===== src/rtl/pec_crc_engine.sv =====
module pec_crc_engine #(
    parameter int              WIDTH = 8,
    parameter logic [WIDTH-1:0] POLY = 8'h07,
    parameter logic [WIDTH-1:0] INIT = 8'h00
) (
    input  logic             clk,
    input  logic             rst_n,
    input  logic             clr,
    input  logic             upd,
    input  logic [WIDTH-1:0] din,
    output logic [WIDTH-1:0] crc
);

    localparam int STAGES = WIDTH;

    logic [WIDTH-1:0] stage [STAGES+1];

    assign stage[0] = crc ^ din;

    generate
        for (genvar i = 0; i < STAGES; i++) begin : g_bit
            assign stage[i+1] = stage[i][WIDTH-1]
                              ? ({stage[i][WIDTH-2:0], 1'b0} ^ POLY)
                              :  {stage[i][WIDTH-2:0], 1'b0};
        end
    endgenerate

    always_ff @(posedge clk or negedge rst_n) begin
        if (!rst_n)
            crc <= INIT;
        else if (clr)
            crc <= INIT;
        else if (upd)
            crc <= stage[STAGES];
    end

    a_r3_clear_restores_init: assert property (@(posedge clk) disable iff (!rst_n)
        clr |=> (crc == INIT));

    a_r2_hold_without_update: assert property (@(posedge clk) disable iff (!rst_n)
        (!clr && !upd) |=> $stable(crc));

endmodule


===== config.mk =====
export PLATFORM = sky130hd
export DESIGN_NAME = pec_crc_engine
export DESIGN_NICKNAME = d
export VERILOG_FILES = /design/src/rtl/pec_crc_engine.sv
export SDC_FILE = /design/constraint.sdc
export NUM_CORES = 1
export LEC_CHECK = 0
export ABC_CLOCK_PERIOD_IN_PS = 3000
export CAP_MARGIN = 30
export CELL_PAD_IN_SITES_DETAIL_PLACEMENT = 1
export CELL_PAD_IN_SITES_GLOBAL_PLACEMENT = 1
export CORE_ASPECT_RATIO = 1.25
export CORE_MARGIN = 10
export CORE_UTILIZATION = 36
export DETAILED_ROUTE_END_ITERATION = 8
export HOLD_SLACK_MARGIN = 0.06
export PLACE_DENSITY_LB_ADDON = 0.1
export SYNTH_ARGS = -nofsm -noshare
export SYNTH_HDL_FRONTEND = slang
export SYNTH_SLANG_ARGS = --single-unit

===== constraint.sdc =====
create_clock -name clk -period 3 [get_ports clk]
set_clock_uncertainty 0.05 [all_clocks]
set_input_delay 0.45 -clock clk [delete_from_list [all_inputs] [get_ports clk]]
set_output_delay 0.45 -clock clk [all_outputs]
set_load 0.02 [all_outputs]

==> flow_metrics.py <==
metrics = {
    "clock_network": {
        "clk_pin_slew_worst_paths_ns": 0.05,
        "clock_latency_ns": 0.25,
        "post_cts_buffers": 0,
        "holdBufCountCts": 0,
        "clock-root-buffer": "clkbuf_4",
        "numCtsBuffers": 3,
        "clock_sinks": 8,
        "cts_htree_levels": 1,
        "cts_tree": "done",
        "post_cts_resized": 0,
        "cts_max_path_buffers": 2,
    },
    "final_layout": {
        "largest_register_ff_count": 8,
        "fin_cells": 91,
        "n_fill_cell": 188,
        "diodes": 0,
        "area_delta_synth_final_pct": 35.14,
        "final_cell_mix": "19 x clkdlybuf4s50_1, 8 x dfrtp_1, 7 x nor2_1",
        "drive_gt1_share_pct": 9.589,
        "final_common_cell": "clkdlybuf4s50_1",
        "top_regs": "crc (8)",
        "fin_nets": 87,
        "regMostFlops": "crc",
    },
    "global_route": {
        "grt_pass1_wl_mm": 2.484,
        "grt_max_degree": 12,
        "grt_pass1_vias": 505,
        "grt_antenna_before_repair": 0,
        "overflow": 0,
        "grt_util_all_layers_pct": 8.230,
    },
    "logic_synthesis": {
        "mappedNetlistArea_um2": 623.1,
        "ys_seq_elements": 8,
        "synth_warnings": 0,
        "seq_area_frac_synth_pct": 32.13,
        "synth_cells": 53,
        "synth_ff_type": "dfrtp_1",
        "synth_edf_count": 0,
        "synth_cell_type_count": 21,
        "syn-num-nets": 65,
        "async_flop_share_pct": 100.0,
        "synth.avg_cell_area_um2": 11.76,
    },
    "placed_design": {
        "hpwl_mm": 1.203,
        "gp_congestion": 0.6906,
        "dp.cells": 88,
        "io_buffers": 19,
    },
    "drt": {
        "drt_pass1_iterations": 3,
        "num_vias": 464,
        "routedWlPerCell_um": 15.76,
        "wl_mm": 1.434,
        "drtIter0Drc": 5,
        "final_antenna_net_count": 0,
        "drc": 0,
        "viasPerCell": 5.099,
    },
    "floorplanning": {
        "io_pins": 20,
        "initial_utilization_pct": 38.91,
        "core.rowCount": 16,
        "die-height_um": 66.52,
        "dieArea_mm2": 0.003805,
        "fp.dieW_um": 57.21,
        "core_region_area_mm2": 0.001602,
    },
    "setup_path": {
        "critical_path_class": "input pin to flop",
        "cp-start-kind": "input pin",
        "cp_max_fo": 2,
        "worst_ep_arrival_time_ns": 2.28,
        "worstPathRequired_ns": 3.08,
        "end_kind": "flop",
    },
    "power": {
        "sw_frac_of_total_pct": 37.93,
        "clkPwrFrac_pct": 10.1,
        "vdd_ir_drop_max_mv": 0.3529,
        "power_frac_seq_pct": 24.5,
        "internal-power_uw": 502.0,
        "power.switching_uw": 306.8,
        "power_frac_comb_pct": 65.4,
        "power_density_mw_per_mm2": 960.4,
        "power.leakage_uw": 0.0003835,
    },
    "run_status": {
        "outcome": "completed",
    },
    "flow_run": {
        "drv_cap": 0,
    },
    "timing": {
        "setup-violations-final": 0,
        "rsz0062_at_grt": "no",
        "worstMarginPinSlew_ns": 0.3824,
        "min_period_ns": 2.199,
        "maxSlewViolCount": 0,
        "hold_viol_final": 0,
        "fin_crit_sh_pct": 73.29,
        "setup_tns_ns": 0,
        "maxSlewHeadroom_pct": 74.43,
        "fmax_ghz": 0.4548,
    },
    "hold_path": {
        "worstHoldPathType": "input pin to async pin",
    },
}
==> layer usage <==
layer	up-vias	wire [um]	part of all wire (%)	global-route usage, %
met4	0	21	1.5	4.412
met1	221	612	43	8.634
met5	-	0	0	0
met3	4	128	8.9	3.605
li1	223	-	-	-
met2	16	672	47	13.59
==> metrics by stage <==
step / utilization [%] / total power (uW) / cell area [um^2] / hold slack [ns] / worst slack [ns]
after floorplan: - / 576.9 / 623.1 / 0.1044 / 1.081
after global placement: 51.17 / 725.0 / 819.5 / 0.5293 / 0.6163
after detailed placement: 51.17 / 736.6 / 819.5 / 0.5488 / 0.5301
after CTS: 52.58 / 827.0 / 842.1 / 0.4392 / 0.8111
after global routing: 52.58 / 871.8 / 842.1 / 0.4622 / 0.7254
final: 52.58 / 808.7 / 842.1 / 0.4327 / 0.8013
==> power by group through the flow <==
stage               Combinational [uW]  Clock (uW)  Sequential, uW
floorplan                          334           0             243
global placement                   528           0             197
detailed placement                 536           0             201
CTS                                541        85.7             201
global route                       573        91.3             208
finish                             529        82.0             198
==> cell type report <==
type	instances	area (um^2)	area share, %
clock buffers	3	22.52	2.675
inverters	1	3.754	0.4458
multi-input cells	42	402.9	47.85
flip-flops and latches	8	200.2	23.77
well taps	18	22.52	2.675
repair buffers	19	190.2	22.59
==> critical path, stage by stage <==
cell and delay [ns]:
clkdlybuf4s50_1 0.49, xnor3_1 0.42, xnor3_2 0.40, mux2i_1 0.18, mux2_1 0.34
==> worst paths after layout <==
kind,start,end,slack [ns],cells after the start
min in group clk,crc[4],crc[4],0.55,2
hold reg to reg,crc[4],crc[4],0.55,2
max in group asynchronous,rst_n,crc[7],2.19,1
setup reg to reg,crc[7],crc[3],1.09,4
hold / removal,rst_n,crc[3],0.43,1
setup / recovery,din[1],crc[3],0.80,5
==> cell usage after synthesis (all sizes together), types with 2 or more instances <==
cell,n,area [um^2]
dfrtp,8,200.2
xnor2,8,85.08
nor2,7,26.28
xnor3,5,113.9
a211oi,4,30.03
xor2,4,35.03
a21oi,2,10.01
mux2,2,22.52
nor2b,2,12.51
o21ai,2,10.01
or3,2,12.51
==> logic make-up after synthesis <==
kind of cell           after synthesis  synth area share, %
AO/OA/AOI/OAI                        8                8.032
XOR/XNOR                            18                41.36
buffers and inverters                3                3.213
flip-flops                           8                32.13
multiplexers                         3                5.221
AND/OR/NAND/NOR                     13                10.04
Note: power is estimated with default switching activity, not from simulation.
